**src/rtl/hb_pkg.sv**
```systemverilog
package hb_pkg;
  typedef enum logic [1:0] {
    CMD_FWD   = 2'b00,
    CMD_REV   = 2'b01,
    CMD_BRAKE = 2'b10,
    CMD_OFF   = 2'b11
  } hb_cmd_e;

  localparam int G_HI1 = 0;
  localparam int G_LO1 = 1;
  localparam int G_HI2 = 2;
  localparam int G_LO2 = 3;
  localparam int NUM_SW = 4;
endpackage

```
**src/rtl/hb_sync.sv**
```systemverilog
module hb_sync #(
  parameter int          W      = 2,
  parameter int          STAGES = 2,
  parameter logic [W-1:0] RST_VAL = '1
) (
  input  logic         clk,
  input  logic         rst_n,
  input  logic [W-1:0] d,
  output logic [W-1:0] q
);
  logic [W-1:0] stg_q [STAGES];

  genvar s;
  generate
    for (s = 0; s < STAGES; s++) begin : g_stage
      logic [W-1:0] stg_d;
      if (s == 0) begin : g_first
        always_comb stg_d = d;
      end else begin : g_next
        always_comb stg_d = stg_q[s-1];
      end
      always_ff @(posedge clk or negedge rst_n) begin
        if (!rst_n) stg_q[s] <= RST_VAL;
        else        stg_q[s] <= stg_d;
      end
    end
  endgenerate

  assign q = stg_q[STAGES-1];
endmodule

```
**src/rtl/hb_cmd_decode.sv**
```systemverilog
module hb_cmd_decode
  import hb_pkg::*;
(
  input  hb_cmd_e             cmd,
  input  logic [NUM_SW-1:0]   cond_fb,
  input  logic                kill,
  output logic [NUM_SW-1:0]   gate_en
);
  logic [NUM_SW-1:0] want;
  logic [NUM_SW-1:0] blocked;

  always_comb begin
    want = '0;
    unique case (cmd)
      CMD_FWD:   begin want[G_HI1] = 1'b1; want[G_LO2] = 1'b1; end
      CMD_REV:   begin want[G_LO1] = 1'b1; want[G_HI2] = 1'b1; end
      CMD_BRAKE: begin want[G_LO1] = 1'b1; want[G_LO2] = 1'b1; end
      default:   want = '0;
    endcase
  end

  // each switch is blocked by its partner in the same leg
  genvar l;
  generate
    for (l = 0; l < NUM_SW / 2; l++) begin : g_leg
      always_comb begin
        blocked[2*l]     = cond_fb[2*l+1];
        blocked[2*l + 1] = cond_fb[2*l];
      end
    end
  endgenerate

  always_comb gate_en = kill ? '0 : (want & ~blocked);
endmodule

```
**src/rtl/hb_fault_latch.sv**
```systemverilog
module hb_fault_latch #(
  parameter int QUAL_CYC = 8000,
  localparam int CNT_W = (QUAL_CYC < 2) ? 1 : $clog2(QUAL_CYC)
) (
  input  logic clk,
  input  logic rst_n,
  input  logic qual_cond,
  input  logic instant,
  input  logic cmd_change,
  output logic latched
);
  logic [CNT_W-1:0] cnt_q, cnt_d;
  logic             lat_q, lat_d;
  logic             cnt_done;

  assign cnt_done = qual_cond && (cnt_q == CNT_W'(QUAL_CYC - 1));

  always_comb begin
    cnt_d = cnt_q;
    if (cmd_change || !qual_cond) cnt_d = '0;
    else if (!cnt_done)           cnt_d = cnt_q + 1'b1;
  end

  always_comb begin
    if (cmd_change) lat_d = instant;
    else            lat_d = lat_q | instant | cnt_done;
  end

  always_ff @(posedge clk or negedge rst_n) begin
    if (!rst_n) begin
      cnt_q <= '0;
      lat_q <= 1'b0;
    end else begin
      cnt_q <= cnt_d;
      lat_q <= lat_d;
    end
  end

  assign latched = lat_q;
endmodule

```
**src/rtl/hbridge_ctrl.sv**
```systemverilog
module hbridge_ctrl
  import hb_pkg::*;
#(
  parameter int CLK_HZ      = 200_000_000,
  parameter int QUAL_NS     = 40_000,
  parameter int SYNC_STAGES = 2
) (
  input  logic        clk,
  input  logic        rst_n,
  input  logic        cmd_a,
  input  logic        cmd_b,
  input  logic [3:0]  cond_fb,
  input  logic        flt_short,
  input  logic        flt_ovc,
  input  logic        flt_thermal,
  input  logic        supply_low,
  input  logic        leg1_hi,
  input  logic        leg2_hi,
  output logic [3:0]  gate_en,
  output logic        err_pd
);
  localparam longint QUAL_LL  = (longint'(CLK_HZ) * longint'(QUAL_NS) + 64'd500_000_000) / 64'd1_000_000_000;
  localparam int     QUAL_CYC = (QUAL_LL < 1) ? 1 : int'(QUAL_LL);

  logic [1:0] cmd_s, cmd_prev;
  logic       cmd_change;
  logic       open_load;
  logic       qual_cond;
  logic       latched;
  logic       kill;

  hb_sync #(.W(2), .STAGES(SYNC_STAGES), .RST_VAL(2'b11)) u_sync (
    .clk   (clk),
    .rst_n (rst_n),
    .d     ({cmd_a, cmd_b}),
    .q     (cmd_s)
  );

  always_ff @(posedge clk or negedge rst_n) begin
    if (!rst_n) cmd_prev <= 2'b11;
    else        cmd_prev <= cmd_s;
  end

  assign cmd_change = (cmd_s != cmd_prev);
  assign open_load  = (hb_cmd_e'(cmd_s) == CMD_OFF) && leg1_hi && !leg2_hi;
  assign qual_cond  = flt_short || flt_ovc || open_load;

  hb_fault_latch #(.QUAL_CYC(QUAL_CYC)) u_flt (
    .clk        (clk),
    .rst_n      (rst_n),
    .qual_cond  (qual_cond),
    .instant    (flt_thermal),
    .cmd_change (cmd_change),
    .latched    (latched)
  );

  assign kill   = latched || flt_thermal || supply_low || !rst_n;
  assign err_pd = (latched || flt_thermal) && rst_n;

  hb_cmd_decode u_dec (
    .cmd     (hb_cmd_e'(cmd_s)),
    .cond_fb (cond_fb),
    .kill    (kill),
    .gate_en (gate_en)
  );
endmodule

```
**config.mk**
```make
export PLATFORM = sky130hd
export DESIGN_NAME = hbridge_ctrl
export DESIGN_NICKNAME = d
export VERILOG_FILES = /design/src/rtl/hb_pkg.sv /design/src/rtl/hb_sync.sv /design/src/rtl/hb_cmd_decode.sv /design/src/rtl/hb_fault_latch.sv /design/src/rtl/hbridge_ctrl.sv
export SDC_FILE = /design/constraint.sdc
export NUM_CORES = 1
export LEC_CHECK = 0
export BUFFER_PORTS_ARGS = -buffer_cell sky130_fd_sc_hd__buf_2
export CELL_PAD_IN_SITES_DETAIL_PLACEMENT = 2
export CELL_PAD_IN_SITES_GLOBAL_PLACEMENT = 2
export CORE_AREA = 2 2 54 61
export CTS_BUF_LIST = sky130_fd_sc_hd__clkbuf_8
export DETAILED_ROUTE_END_ITERATION = 12
export DIE_AREA = 0 0 56 63
export GPL_ROUTABILITY_DRIVEN = 0
export PLACE_DENSITY_LB_ADDON = 0.1
export RECOVER_POWER = 50
export SYNTH_ARGS = -nofsm -noshare
export SYNTH_HDL_FRONTEND = slang
export SYNTH_SLANG_ARGS = --single-unit
```
**constraint.sdc**
```tcl
create_clock -name clk -period 2.4 [get_ports clk]
set_input_delay 0.48 -clock clk [delete_from_list [all_inputs] [get_ports clk]]
set_output_delay 0.48 -clock clk [all_outputs]
set_load 0.05 [all_outputs]
```
==> impl_metrics.py <==
metrics = {
    "timing": {
        "setup_viol": 0,
        "fin_setup_tns_ns": 0,
        "drv_slew": 0,
        "relSlewSlack": 0.7409,
        "max_freq_mhz": 433.4,
        "finalCritPeriodShare": 0.9614,
        "finClkSkew_ns": 0.001417,
        "fin_hold_ws_ns": 0.2760,
        "fin_ws_ns": 0.09270,
        "rsz0062_at_grt": "false",
        "min_period_ns": 2.307,
        "hold_viol": 0,
        "tightest_slew_ns": 0.3863,
    },
    "power": {
        "finalPower_uw": 673.4,
        "p_per_area_mw_per_mm2": 563.5,
        "leakage_uw": 0.0005221,
        "vdd_ir_drop_max_uv": 306.2,
    },
    "routing": {
        "ant_nets": 0,
        "routed_wl_mm": 2.256,
        "drtIter0Drc": 20,
        "drc_errors": 0,
        "vias": 777,
        "first_pass_iters": 3,
        "via_per_inst": 5.180,
        "wl_per_cell_microns": 15.04,
    },
    "placement": {
        "port_buffers": 18,
        "hpwl_mm": 1.651,
        "place_inst": 146,
        "place_ws_ns": 0.07882,
    },
    "worst_setup_path": {
        "required_ns": 1.92,
        "start_kind": "flop",
        "critPathKind": "flop to output port",
        "reg2reg_slack_ns": 0.55,
        "endpoint_kind": "output port",
        "cp-startpoint": "u_flt.latched$_DFF_PN0_",
        "crit_fanout": 4,
        "r2r_cells": 5,
        "cp.arrival_ns": 1.83,
        "r2r-start": "u_sync.q[0]$_DFF_PN1_",
    },
    "yosys": {
        "synth_cell_types": 29,
        "yosysMostFrequentCell": "dfrtp_1",
        "syn_area_per_cell_sq_um": 10.56,
        "yosys-top-cells-count": "dfrtp_1 (14), nor2_1 (10), xor2_1 (9), nand2_1 (7), dfstp_2 (6)",
        "synth_top_family_by_area": "simple AND/OR/NAND/NOR gates",
        "yosysWarnings": 0,
        "netlist.area_leader.share": 0.3531,
        "syn-cell-area_sq_um": 992.2,
        "synthTopCellsByArea": "dfrtp_1 (35%), dfstp_2 (16%), xor2_1 (7.9%)",
        "synth_fp_nets": 113,
        "synth_top_cell_by_area": "dfrtp_1",
        "ys.flop_type": "dfrtp_1",
        "async_flop_share": 1.000,
        "synth-edff-count": 0,
        "synth_compound_area_frac": 0.08197,
        "synth-simple-area-share": 0.2295,
        "synth.area.mux_share": 0,
        "ys_ff_latch": 20,
        "netlist_instances": 94,
        "synth_xor_area_frac": 0.09710,
        "seq_area_frac_synth": 0.5120,
        "synthAdderAreaFrac": 0.06305,
    },
    "global_routing": {
        "grt_pass1_vias": 884,
        "grtUsageTotal": 0.1468,
        "grt.overflow.total": 0,
        "grt_pass1_wl_mm": 4.112,
        "grt_max_degree": 22,
        "antenna_found_initial": 0,
    },
    "clock_network": {
        "htree_levels": 1,
        "clock_path_buffers": 2,
        "cts.repair.resized": 0,
        "cts_hold_buf": 0,
        "root_buffer": "clkbuf_8",
        "cts_inserted_buffers": 3,
        "clock-sinks": 20,
        "cts_tree": "built",
        "post-cts-setup-buffer-count": 0,
        "worstSkewPairLatency_ns": 0.25,
        "clkSlewWorstSetupHoldPaths_ns": 0.07,
    },
    "die": {
        "start_util": 0.3372,
        "die_h_microns": 63,
        "rows": 21,
        "die_x_microns": 56,
        "dieArea_sq_mm": 0.003528,
        "ios": 19,
        "core_sq_mm": 0.002943,
    },
    "cells_and_area": {
        "area.growth.synth_to_final_pct": 20.43,
        "fillers": 324,
        "drive_gt1_frac": 0.2759,
        "final_cells": 150,
        "fin_nets": 136,
        "n_antenna_cell": 0,
    },
    "worst_hold_path": {
        "hp-class": "input pin to asynchronous set/reset pin",
    },
    "status": {
        "status": "completed",
    },
    "job": {
        "maxCapViolCount": 0,
    },
}
-- cell type report --
cell class              count  area [sq um]  share of cell area
clock buffers               4         55.05             0.04607
flip-flops and latches     20         508.0              0.4251
repair buffers             20         108.9             0.09110
multi-input cells          70         473.0              0.3958
well taps                  34         42.54             0.03560
inverters                   2         7.507            0.006283
-- routing by layer --
layer / global-route usage / part of all wire / vias up / routed length (microns)
met2: 0.2529 / 0.52 / 15 / 1183
met4: 0.04464 / 0.0089 / 0 / 20
met3: 0.03106 / 0.042 / 2 / 94
met1: 0.1825 / 0.42 / 384 / 958
li1: - / - / 376 / -
met5: 0 / 0 / - / 0
-- state kept, by name, indices dropped and copies added, names as in the netlist --
| signal | flops |
|---|---|
| u_flt.latched | 1 |
| u_flt.cnt_q | 13 |
| u_sync.g_stage.stg_d | 2 |
| u_sync.q | 2 |
| cmd_prev | 2 |
-- worst paths after layout --
check,end
setup reg to reg,u_flt.cnt_q[5]$_DFFE_PN0P_
hold reg to reg,u_sync.q[1]$_DFF_PN1_
setup / recovery,gate_en[0]
hold / removal,u_flt.cnt_q[8]$_DFFE_PN0P_
min in group clk,u_sync.g_stage[1].stg_d[1]$_DFF_PN1_
max in group asynchronous,u_sync.q[0]$_DFF_PN1_
-- where the power goes --
| part | internal, uW | switching, uW | leakage, uW |
|---|---|---|---|
| registers | 350 | 8.45 | 0.000255 |
| clock network | 146 | 108 | 0.0000288 |
| logic | 23.6 | 37.8 | 0.000238 |
-- critical path: stages (launching register included) --
cell and delay, ns:
dfrtp_1 0.40, or4b_2 0.70, nor3b_2 0.20, buf_2 0.28
-- per-stage QoR --
stage / area [sq um] / util
4_1_cts: 1191 / 0.4048
3_5_place_dp: 1136 / 0.3861
3_3_place_gp: 1136 / 0.3861
5_1_grt: 1195 / 0.4060
6_report: 1195 / 0.4060
2_1_floorplan: 997.2 / -
-- cell families (layout without fill, tap and decap cells) --
kind of cell,count (synthesis),count (layout)
AO/OA/AOI/OAI,13,13
XOR/XNOR,11,11
AND/OR/NAND/NOR,41,41
flip-flops,20,20
buffers and inverters,4,26
adder cells (fa/ha/maj),5,5
-- layout by cell type, fill, tap and decap left out, types with 2 or more instances in the layout --
master	synthesis	final
buf_2	1	15
dfrtp_1	14	14
nor2_1	10	10
xor2_1	9	9
nand2_1	7	7
dfstp_2	6	6
a21oi_1	5	5
ha_1	5	5
nand4_1	4	4
nand3_1	4	4
clkbuf_8	0	4
buf_4	0	4
nor3b_1	4	3
o21ai_0	3	3
inv_1	2	2
nor3_1	2	2
and4_1	2	2
and2_1	2	2
xnor2_1	2	2
Power figures use the tool's default switching activity.
